[config.mk]
export PLATFORM = sky130hd
export DESIGN_NAME = dual_timer_irq
export DESIGN_NICKNAME = d
export VERILOG_FILES = /design/src/rtl/dti_pkg.sv /design/src/rtl/dti_counter.sv /design/src/rtl/dti_irq_ctrl.sv /design/src/rtl/dual_timer_irq.sv
export SDC_FILE = /design/constraint.sdc
export NUM_CORES = 1
export LEC_CHECK = 0
export BUFFER_PORTS_ARGS = -buffer_cell sky130_fd_sc_hd__buf_2
export CORE_AREA = 2 2 104 147
export CTS_BUF_LIST = sky130_fd_sc_hd__clkbuf_8
export DETAILED_ROUTE_END_ITERATION = 8
export DIE_AREA = 0 0 106 149
export PLACE_DENSITY = 0.57
export SLEW_MARGIN = 20
export SYNTH_ARGS = -nofsm -noshare
export SYNTH_HDL_FRONTEND = slang
export SYNTH_HIERARCHICAL = 1
export SYNTH_SLANG_ARGS = --single-unit
[constraint.sdc]
create_clock -name clk -period 7.9 [get_ports clk]
set_clock_uncertainty 0.05 [all_clocks]
set_input_delay 1.58 -clock clk [delete_from_list [all_inputs] [get_ports clk]]
set_output_delay 1.58 -clock clk [all_outputs]
set_load 0.005 [all_outputs]
[src/rtl/dti_pkg.sv]
package dti_pkg;
  localparam int CNT_W = 16;

  typedef enum logic [3:0] {
    IDX_T1_CNT_LO = 4'd4,
    IDX_T1_CNT_HI = 4'd5,
    IDX_T1_LAT_LO = 4'd6,
    IDX_T1_LAT_HI = 4'd7,
    IDX_T2_LO     = 4'd8,
    IDX_T2_HI     = 4'd9,
    IDX_AUX       = 4'd11,
    IDX_FLAGS     = 4'd13,
    IDX_ENABLES   = 4'd14
  } reg_idx_e;

  localparam int FLG_SR = 2;
  localparam int FLG_T2 = 5;
  localparam int FLG_T1 = 6;
  localparam logic [1:0] T1_MODE_CONT = 2'b01;
endpackage

[src/rtl/dti_counter.sv]
module dti_counter #(
  parameter int W = 16,
  parameter bit HAS_RELOAD = 1'b1
) (
  input  logic         clk,
  input  logic         rst_n,
  input  logic         tick,
  input  logic         load,
  input  logic [W-1:0] load_val,
  input  logic         arm,
  input  logic         periodic,
  input  logic [W-1:0] reload_val,
  output logic [W-1:0] cnt,
  output logic         hit
);
  localparam logic [W-1:0] ONE = {{(W-1){1'b0}}, 1'b1};

  logic [W-1:0] cnt_nx;
  logic         armed, armed_nx;
  logic         do_reload;

  always_comb begin
    do_reload = HAS_RELOAD && periodic && (&cnt);
    cnt_nx    = cnt;
    if (load)           cnt_nx = load_val;
    else if (tick)      cnt_nx = do_reload ? reload_val : cnt - ONE;
    hit = tick && !load && (cnt_nx == '0) && (armed || (HAS_RELOAD && periodic));
    armed_nx = armed;
    if (arm)            armed_nx = 1'b1;
    else if (hit)       armed_nx = 1'b0;
  end

  always_ff @(posedge clk or negedge rst_n) begin
    if (!rst_n) begin
      cnt   <= '1;
      armed <= 1'b0;
    end else begin
      cnt   <= cnt_nx;
      armed <= armed_nx;
    end
  end

  // step by one per tick unless a reload is due
  p_step_r3: assert property (@(posedge clk) disable iff (!rst_n)
    (tick && !load && !(HAS_RELOAD && periodic && (&cnt))) |=> cnt == $past(cnt) - ONE);
  // no tick, no load -> value held
  p_hold_r3: assert property (@(posedge clk) disable iff (!rst_n)
    (!tick && !load) |=> $stable(cnt));
  // a load wins and takes the load value
  p_load_r4: assert property (@(posedge clk) disable iff (!rst_n)
    load |=> cnt == $past(load_val));
  // wrap from all-ones reloads in continuous mode
  p_reload_r5: assert property (@(posedge clk) disable iff (!rst_n)
    (HAS_RELOAD && tick && !load && periodic && (&cnt)) |=> cnt == $past(reload_val));
endmodule

[src/rtl/dti_irq_ctrl.sv]
module dti_irq_ctrl
  import dti_pkg::*;
(
  input  logic       clk,
  input  logic       rst_n,
  input  logic       set_t1,
  input  logic       set_t2,
  input  logic       set_sr,
  input  logic       clr_t1,
  input  logic       clr_t2,
  input  logic       flags_wr,
  input  logic       en_wr,
  input  logic [7:0] wdata,
  output logic [6:0] flags,
  output logic [6:0] enables,
  output logic       irq
);
  localparam logic [6:0] IRQ_MASK = 7'((1 << FLG_SR) | (1 << FLG_T1));

  logic [6:0] flags_nx, en_nx, set_vec, clr_vec;

  always_comb begin
    set_vec = '0;
    set_vec[FLG_T1] = set_t1;
    set_vec[FLG_T2] = set_t2;
    set_vec[FLG_SR] = set_sr;
    clr_vec = flags_wr ? wdata[6:0] : 7'd0;
    clr_vec[FLG_T1] = clr_vec[FLG_T1] | clr_t1;
    clr_vec[FLG_T2] = clr_vec[FLG_T2] | clr_t2;
    flags_nx = (flags & ~clr_vec) | set_vec;
    en_nx = enables;
    if (en_wr) en_nx = wdata[7] ? (enables | wdata[6:0]) : (enables & ~wdata[6:0]);
  end

  always_ff @(posedge clk or negedge rst_n) begin
    if (!rst_n) begin
      flags   <= '0;
      enables <= '0;
    end else begin
      flags   <= flags_nx;
      enables <= en_nx;
    end
  end

  assign irq = |(flags & enables & IRQ_MASK);

  // set-form write ORs bits in
  p_en_set_r9: assert property (@(posedge clk) disable iff (!rst_n)
    (en_wr && wdata[7]) |=> (enables & $past(wdata[6:0])) == $past(wdata[6:0]));
  // clear-form write removes bits
  p_en_clr_r9: assert property (@(posedge clk) disable iff (!rst_n)
    (en_wr && !wdata[7]) |=> (enables & $past(wdata[6:0])) == 7'd0);
  // shift event always lands in the flags
  p_sr_flag_r11: assert property (@(posedge clk) disable iff (!rst_n)
    set_sr |=> flags[FLG_SR]);
  // timer-2 alone never raises the line
  p_t2_quiet_r10: assert property (@(posedge clk) disable iff (!rst_n)
    (flags[FLG_SR] == 1'b0 && flags[FLG_T1] == 1'b0) |-> !irq);
endmodule

[src/rtl/dual_timer_irq.sv]
module dual_timer_irq
  import dti_pkg::*;
(
  input  logic        clk,
  input  logic        rst_n,
  input  logic        tick_en,
  input  logic [12:9] reg_addr,
  input  logic        reg_wr,
  input  logic        reg_rd,
  input  logic [7:0]  reg_wdata,
  output logic [7:0]  reg_rdata,
  input  logic        sr_done,
  output logic        irq
);
  localparam int HB = CNT_W / 2;

  logic [CNT_W-1:0] t1_latch, t1_latch_nx, t1_cnt, t2_cnt;
  logic [HB-1:0]    t2_lo, t2_lo_nx;
  logic [7:0]       aux, aux_nx;
  logic [6:0]       flags, enables;
  logic             t1_hit, t2_hit;
  logic             wr_t1lo, wr_t1hi, wr_t1llo, wr_t1lhi, wr_t2lo, wr_t2hi;
  logic             wr_aux, wr_flags, wr_en, rd_t1lo, rd_t2lo;
  logic [CNT_W-1:0] t1_load_val, t2_load_val;
  logic             t2_load;
  logic [3:0]       idx;

  assign idx = reg_addr;

  always_comb begin
    wr_t1lo  = reg_wr && idx == IDX_T1_CNT_LO;
    wr_t1hi  = reg_wr && idx == IDX_T1_CNT_HI;
    wr_t1llo = reg_wr && idx == IDX_T1_LAT_LO;
    wr_t1lhi = reg_wr && idx == IDX_T1_LAT_HI;
    wr_t2lo  = reg_wr && idx == IDX_T2_LO;
    wr_t2hi  = reg_wr && idx == IDX_T2_HI;
    wr_aux   = reg_wr && idx == IDX_AUX;
    wr_flags = reg_wr && idx == IDX_FLAGS;
    wr_en    = reg_wr && idx == IDX_ENABLES;
    rd_t1lo  = reg_rd && idx == IDX_T1_CNT_LO;
    rd_t2lo  = reg_rd && idx == IDX_T2_LO;

    t1_latch_nx = t1_latch;
    if (wr_t1lo || wr_t1llo) t1_latch_nx[HB-1:0]     = reg_wdata;
    if (wr_t1hi || wr_t1lhi) t1_latch_nx[CNT_W-1:HB] = reg_wdata;
    t1_load_val = {reg_wdata, t1_latch[HB-1:0]};

    t2_lo_nx = wr_t2lo ? reg_wdata : t2_lo;
    t2_load  = wr_t2lo || wr_t2hi;
    t2_load_val = wr_t2hi ? {reg_wdata, t2_lo} : {{HB{1'b0}}, reg_wdata};

    aux_nx = wr_aux ? reg_wdata : aux;
  end

  always_ff @(posedge clk or negedge rst_n) begin
    if (!rst_n) begin
      t1_latch <= '1;
      t2_lo    <= '0;
      aux      <= '0;
    end else begin
      t1_latch <= t1_latch_nx;
      t2_lo    <= t2_lo_nx;
      aux      <= aux_nx;
    end
  end

  dti_counter #(.W(CNT_W), .HAS_RELOAD(1'b1)) u_t1 (
    .clk(clk), .rst_n(rst_n), .tick(tick_en),
    .load(wr_t1hi), .load_val(t1_load_val), .arm(wr_t1hi),
    .periodic(aux[7:6] == T1_MODE_CONT), .reload_val(t1_latch),
    .cnt(t1_cnt), .hit(t1_hit)
  );

  dti_counter #(.W(CNT_W), .HAS_RELOAD(1'b0)) u_t2 (
    .clk(clk), .rst_n(rst_n), .tick(tick_en),
    .load(t2_load), .load_val(t2_load_val), .arm(wr_t2hi),
    .periodic(1'b0), .reload_val('0),
    .cnt(t2_cnt), .hit(t2_hit)
  );

  dti_irq_ctrl u_irq (
    .clk(clk), .rst_n(rst_n),
    .set_t1(t1_hit), .set_t2(t2_hit), .set_sr(sr_done),
    .clr_t1(rd_t1lo || wr_t1hi), .clr_t2(rd_t2lo || wr_t2hi),
    .flags_wr(wr_flags), .en_wr(wr_en), .wdata(reg_wdata),
    .flags(flags), .enables(enables), .irq(irq)
  );

  always_comb begin
    case (idx)
      IDX_T1_CNT_LO: reg_rdata = t1_cnt[HB-1:0];
      IDX_T1_CNT_HI: reg_rdata = t1_cnt[CNT_W-1:HB];
      IDX_T1_LAT_LO: reg_rdata = t1_latch[HB-1:0];
      IDX_T1_LAT_HI: reg_rdata = t1_latch[CNT_W-1:HB];
      IDX_T2_LO:     reg_rdata = t2_cnt[HB-1:0];
      IDX_T2_HI:     reg_rdata = t2_cnt[CNT_W-1:HB];
      IDX_AUX:       reg_rdata = aux;
      IDX_FLAGS:     reg_rdata = {irq, flags};
      IDX_ENABLES:   reg_rdata = {1'b1, enables};
      default:       reg_rdata = 8'h00;
    endcase
  end

  // latch-only writes leave the t1 counter untouched when idle
  p_latch_only_r4: assert property (@(posedge clk) disable iff (!rst_n)
    ((wr_t1llo || wr_t1lhi || wr_t1lo) && !tick_en) |=> $stable(t1_cnt));
  // counter-high write leaves t1 flag clear unless a hit coincides
  p_t1_clr_r8: assert property (@(posedge clk) disable iff (!rst_n)
    (wr_t1hi && !t1_hit) |=> !flags[FLG_T1]);
endmodule

==> results of run 1 <==
-- how the worst max path moves through the flow --
stage	start	to	cells past startpoint
final	reg_addr[9]	u_t1/armed$_DFFE_PN0P_	9
after global routing	reg_addr[9]	u_t1/armed$_DFFE_PN0P_	9
after CTS	reg_addr[9]	u_t1/armed$_DFFE_PN0P_	9
after detailed placement	reg_addr[9]	u_t1/armed$_DFFE_PN0P_	9
after global placement	reg_addr[9]	u_t1/armed$_DFFE_PN0P_	9
after floorplan	reg_addr[12]	u_irq/flags[6]$_DFF_PN0_	12
-- sequential cells by signal, indices dropped and copies added, names as in the netlist, named ones only --
register     count
u_t2/armed       1
t2_lo            8
aux              8
u_t1/armed       1
u_irq/flags      7
u_t2/cnt        16
u_t1/cnt        16
t1_latch        16
-- layer usage --
| metal | track usage (%) | vias to the layer above |
|---|---|---|
| li1 | - | 2043 |
| met1 | 27.8 | 2201 |
| met2 | 37.8 | 156 |
| met3 | 3.23 | 37 |
| met4 | 9.28 | 0 |
| met5 | 0 | - |
-- stage by stage --
| step | setup slack (ns) | utilization, % | hold WS, ns | area, µm² | cells |
|---|---|---|---|---|---|
| finish | 2.67 | 39.8 | 0.437 | 5840 | 738 |
| global route | 2.40 | 39.8 | 0.464 | 5840 | 738 |
| CTS | 2.46 | 39.8 | 0.436 | 5830 | 738 |
| detailed placement | 2.05 | 38.4 | 0.417 | 5620 | 722 |
| global placement | 2.21 | 38.4 | 0.408 | 5620 | 722 |
| floorplan | 3.72 | - | 0.399 | 5420 | 538 |
-- area by class of cell --
cell class | count | area (µm²) | area share [%]
multi-input cells | 404 | 3110 | 53.2
flip-flops and latches | 80 | 2060 | 35.3
well taps | 192 | 240 | 4.12
repair buffers | 29 | 155 | 2.66
clock buffers | 11 | 151 | 2.59
inverters | 17 | 63.8 | 1.09
clock inverters | 5 | 56.3 | 0.965
-- where the power goes --
group | internal [µW] | total (µW) | switching, µW
Sequential | 563 | 711 | 148
Combinational | 187 | 386 | 200
Clock | 163 | 321 | 158
==> qor.yml, run 1 <==
numPortBuffers: 26
start_kind: "input port"
path_buf_inv: 2
core_mm2: 0.0147
max-vdd-ir-drop_mv: 0.183
synth_area_mm2: 0.00542
htree_num_levels: 3
root_buffer: "clkbuf_8"
critPathSlowestCell: "nor4bb_2"
slew_violations: 0
regToRegSetupSlack_ns: 4.32
r2r-end: "u_irq/flags[6]$_DFF_PN0_"
wl_per_cell_um: 22.8
fin_nets: 562
powerDensity_mw_per_mm2: 243
maxCapViolCount: 0
grt_pass1_vias: 4418
yosysWarnings: 6
status: "completed"
total_power_uw: 1420
critPathKind: "in2reg"
drc: 0
start_util_pct: 37.0
setup-violations-final: 0
grt_max_degree: 48
synth_fp_nets: 559
grt_overflow: 0
period_share_pct: 66.2
hold_viol_final: 0
viasPerCell: 6.01
rows: 53
postRouteAntennaNets: 0
wl_met3_um: 799
min_to: "u_t2/armed$_DFFE_PN0P_"
slowest_delay_ns: 0.68
syn2layout_area_growth_pct: 7.69
cts_resized: 0
wl_mm: 16.8
holdPathStages: 1
n_antenna_cell: 0
required_ns: 8.12
drt_first_pass_iters: 5
n_fill_cell: 1460
dr_total_vias: 4437
numCtsBuffers: 9
setup-tns-final_ns: 0
grt_pass1_wl_mm: 26.5
track_usage_pct: 22.1
cts_tree: "done"
path_cells: "buf_2 > nor4bb_2 > and2_2 > inv_1 > and3_1 > a2111oi_4 > a211oi_2 > or4_1 > o32a_1"
clock.fmax_mhz: 191
routabilityCongestion: 0.907
clkSinkCount: 80
clk_latency_ns: 0.37
ios: 27
path_delay_family: "simple AND/OR/NAND/NOR gates"
hp-class: "reg2reg"
wl_met1_mm: 7.09
syn_inst: 538
drive_above_1_share_pct: 31.9
place_hpwl_mm: 12.0
worstPathArrival_ns: 5.45
clk_pin_slew_ns: 0.09
clock_path_buffers: 2
crit_fanout: 43
die_area_mm2: 0.0158
period_minus_slack_ns: 5.23
rsz0062_at_grt: "false"
cts_setup_buffers: 0
end_kind: "flop"
final_cell_mix: "49 x mux2_2, 48 x dfstp_2, 38 x nand2_1, 32 x dfrtp_1, 31 x nor2_1"
ctsHoldBuffers: 0
hold_start: "u_t2/armed$_DFFE_PN0P_"
highest_layer: "met4"
antenna_found_initial: 0
p_leak_uw: 0.00222
wl_met2_mm: 8.31
final_common_cell: "mux2_2"
relSlewSlack_pct: 41.7
worstMarginPinSlew_ns: 0.874
drt_iter0_drc: 362
syn_avg_cell_area_um2: 10.1
r2r_start: "u_t1/cnt[0]$_DFF_PN1_"
die_h_um: 149
die_w_um: 106
r2r_cells: 9
Note: power is estimated with default switching activity, not from simulation.
==> inputs of run 2 (changes only) <==
--- a/config.mk
+++ b/config.mk
@@ -5,11 +5,12 @@
 export SDC_FILE = /design/constraint.sdc
 export NUM_CORES = 1
 export LEC_CHECK = 0
+export ABC_AREA = 1
 export BUFFER_PORTS_ARGS = -buffer_cell sky130_fd_sc_hd__buf_2
-export CORE_AREA = 2 2 104 147
+export CORE_AREA = 2 2 106 149
 export CTS_BUF_LIST = sky130_fd_sc_hd__clkbuf_8
 export DETAILED_ROUTE_END_ITERATION = 8
-export DIE_AREA = 0 0 106 149
+export DIE_AREA = 0 0 108 151
 export PLACE_DENSITY = 0.57
 export SLEW_MARGIN = 20
 export SYNTH_ARGS = -nofsm -noshare
==> constraint.sdc (replaced) <==
create_clock -name clk -period 5.3 [get_ports clk]
set_clock_uncertainty 0.05 [all_clocks]
set_input_delay 1.06 -clock clk [delete_from_list [all_inputs] [get_ports clk]]
set_output_delay 1.06 -clock clk [all_outputs]
set_load 0.005 [all_outputs]
==> run 2 against run 1 <==
Compared with the run above: hold slack got worse by 0.013 ns; first-iteration DRC count rose by 8.3%; flip-flop and latch count did not move; worst setup slack got worse by 0.94 ns; largest power group unchanged; final cell count rose by 44%; sequential power rose by 49%; design area rose by 5.1%; count of clock-buffer cells in the layout fell by 2; total power rose by 67%.
==> qor.yml, run 2 <==
status: "completed"  # unchanged
start_util_pct: 37.7  # was 37.0%
use_met1_pct: 25.9  # was 27.8%
hp-class: "reg2reg"  # unchanged
path_buf_inv: 3  # was 2
viasPerCell: 4.98  # was 6.01
die_h_um: 151  # was 149 µm
grt_pass1_vias: 5032  # was 4,418
clkSinkCount: 80  # unchanged
die_area_mm2: 0.0163  # was 0.0158 mm²
crit_fanout: 19  # was 43
final_common_cell: "nand2_1"  # was mux2_2
hold_viol_final: 0  # unchanged
period_minus_slack_ns: 3.57
setup-violations-final: 0  # unchanged
worstPathArrival_ns: 2.46  # was 5.45 ns
grt_pass1_wl_mm: 27.6  # was 26.5 mm
numCtsBuffers: 9  # unchanged
worstMarginPinSlew_ns: 0.760  # was 0.874 ns
globalRouteMet2Util_pct: 41.0  # was 37.8%
end_kind: "output pin"  # was flop
n_antenna_cell: 0  # unchanged
path_cells: "buf_2 > inv_1 > nor2_2 > nand2_1 > nor2_1 > nor2_1 > nand3_1 > buf_2"  # was buf_2 > nor4bb_2 > and2_2 > inv_1 > and3_1 > a2111oi_4 > a211oi_2 > or4_1 > o32a_1
busiest_layer: "met2"  # unchanged
place_hpwl_mm: 13.2  # was 12.0 mm
drive_above_1_share_pct: 19.9  # was 31.9%
period_share_pct: 67.4
wl_per_cell_um: 16.5  # was 22.8 µm
syn_avg_cell_area_um2: 6.62  # was 10.1 µm²
routabilityCongestion: 0.948  # was 0.907
path_delay_family: "simple AND/OR/NAND/NOR gates"  # unchanged
whs_ns: 0.424  # was 0.437 ns
antenna_found_initial: 0  # unchanged
core_mm2: 0.0149  # was 0.0147 mm²
syn2layout_area_growth_pct: 9.10  # was 7.69%
dr_total_vias: 5294  # was 4,437
rsz0062_at_grt: "false"  # unchanged
postLayoutCoreUtil_pct: 41.1  # was 39.8%
n_fill_cell: 1625  # was 1,460
drt_iter0_drc: 392  # was 362
grt_overflow: 0  # unchanged
setup-tns-final_ns: 0  # unchanged
final_cell_mix: "264 x nand2_1, 121 x inv_1, 101 x nand3_1, 74 x nor2_1, 48 x dfstp_2"  # was 49 x mux2_2, 48 x dfstp_2, 38 x nand2_1, 32 x dfrtp_1, 31 x nor2_1
wl_mm: 17.5  # was 16.8 mm
drc: 0  # unchanged
relSlewSlack_pct: 49.4  # was 41.7%
clk_latency_ns: 0.37  # about the same
yosysWarnings: 6  # unchanged
powerDensity_mw_per_mm2: 386  # was 243 mW/mm²
total_power_uw: 2370  # was 1420 µW
start_kind: "input port"  # unchanged
ctsHoldBuffers: 0  # unchanged
die_w_um: 108  # was 106 µm
synth_area_mm2: 0.00562  # was 0.00542 mm²
critPathKind: "in2out"  # was in2reg
clk_pin_slew_ns: 0.08  # was 0.09 ns
max-vdd-ir-drop_mv: 0.157  # was 0.183 mV
track_usage_pct: 22.5  # was 22.1%
postRouteAntennaNets: 0  # unchanged
ios: 27  # unchanged
critPathSlowestCell: "nor2_2"  # was nor4bb_2
globalRouteMet3Util_pct: 3.01  # was 3.23%
multiInputGateArea_mm2: 0.00294  # was 0.00311 mm²
root_buffer: "clkbuf_8"  # unchanged
layout.cells.non_filler: 1063  # was 738
top_regs: "t1_latch: 16 flops, u_t1/cnt: 16 flops, u_t2/cnt: 16 flops"  # unchanged
syn_inst: 849  # was 538
numPortBuffers: 26  # unchanged
cts_setup_buffers: 0  # unchanged
placed_cells: 1047  # was 722
clock.fmax_mhz: 280
required_ns: 4.19  # was 8.12 ns
htree_num_levels: 3  # unchanged
p_leak_uw: 0.00312  # was 0.00222 µW
cts_resized: 0  # unchanged
drt_first_pass_iters: 5  # unchanged
clock_path_buffers: 2  # unchanged
synth_fp_nets: 870  # was 559
slew_violations: 0  # unchanged
cts_tree: "done"  # unchanged
fin_nets: 887  # was 562
rows: 53  # unchanged
maxCapViolCount: 0  # unchanged
slowest_delay_ns: 0.57  # was 0.68 ns
regArea_mm2: 0.00206  # unchanged
grt_max_degree: 81  # was 48
## run 2: cell types whose count changed in the layout (fill, tap and decap cells not counted), sizes merged, moves of 14 or more
cell,previous run,this run
nand2,38,279
nand3,2,114
inv,18,126
nor2,33,98
mux2,64,0
o21ai,25,63
or2,5,23
nand3b,17,2
nor4,14,0
## run 2: worst register-to-register path: stages (launching register included)
cell	delay, ns
dfrtp_1	0.44
nor2_1	0.35
nand2_1	0.09
nor2_1	0.15
nand2_1	0.08
nor2_2	0.46
inv_1	0.15
nor2_1	0.22
nor2_1	0.07
nand2_1	0.11
nand2_1	0.06
nand2_1	0.07
nand2_1	0.05
nor2_1	0.11
nand3_2	0.09
nor2_1	0.10
inv_1	0.04
nand2_1	0.06
## run 2: final timing paths
kind,startpoint,end,slack (ns),cells after the start
setup / recovery,reg_addr[9],reg_rdata[0],1.73,8
hold / removal,u_t2/armed$_DFFE_PN0P_,u_t2/armed$_DFFE_PN0P_,0.42,2
setup reg to reg,aux[7]$_DFFE_PN0P_,u_irq/flags[6]$_DFF_PN0_,2.49,17
hold reg to reg,u_t2/armed$_DFFE_PN0P_,u_t2/armed$_DFFE_PN0P_,0.42,2
max in group asynchronous,rst_n,aux[3]$_DFFE_PN0P_,3.99,1
min in group asynchronous,rst_n,t2_lo[3]$_DFFE_PN0P_,0.66,1
## run 2: final cells by class
type | count | share of cell area (%)
well taps | 192 | 3.92
clock inverters | 7 | 1.96
repair buffers | 29 | 2.59
multi-input cells | 619 | 48.0
inverters | 127 | 7.92
clock buffers | 9 | 2.02
flip-flops and latches | 80 | 33.6
## run 2: layer usage
metal,vias up,part of all wire [%],routed length (µm)
met4,0,4.0,695
li1,2674,-,-
met1,2455,41,7150
met2,136,52,9070
met5,-,0,0
met3,29,3.6,639
## run 2: through the flow
| stage | worst slack (ns) | cell area (µm²) |
|---|---|---|
| after global routing | 1.53 | 6130 |
| after detailed placement | 1.49 | 5880 |
| after floorplan | 2.23 | 5620 |
| after CTS | 1.58 | 6130 |
| after global placement | 1.48 | 5880 |
| final | 1.73 | 6130 |
## run 2: report_power, final
part | leakage [µW] | internal [µW] | switching (µW)
sequential | 0.000903 | 843 | 221
clock | 0.000125 | 315 | 250
combinational | 0.00210 | 250 | 486
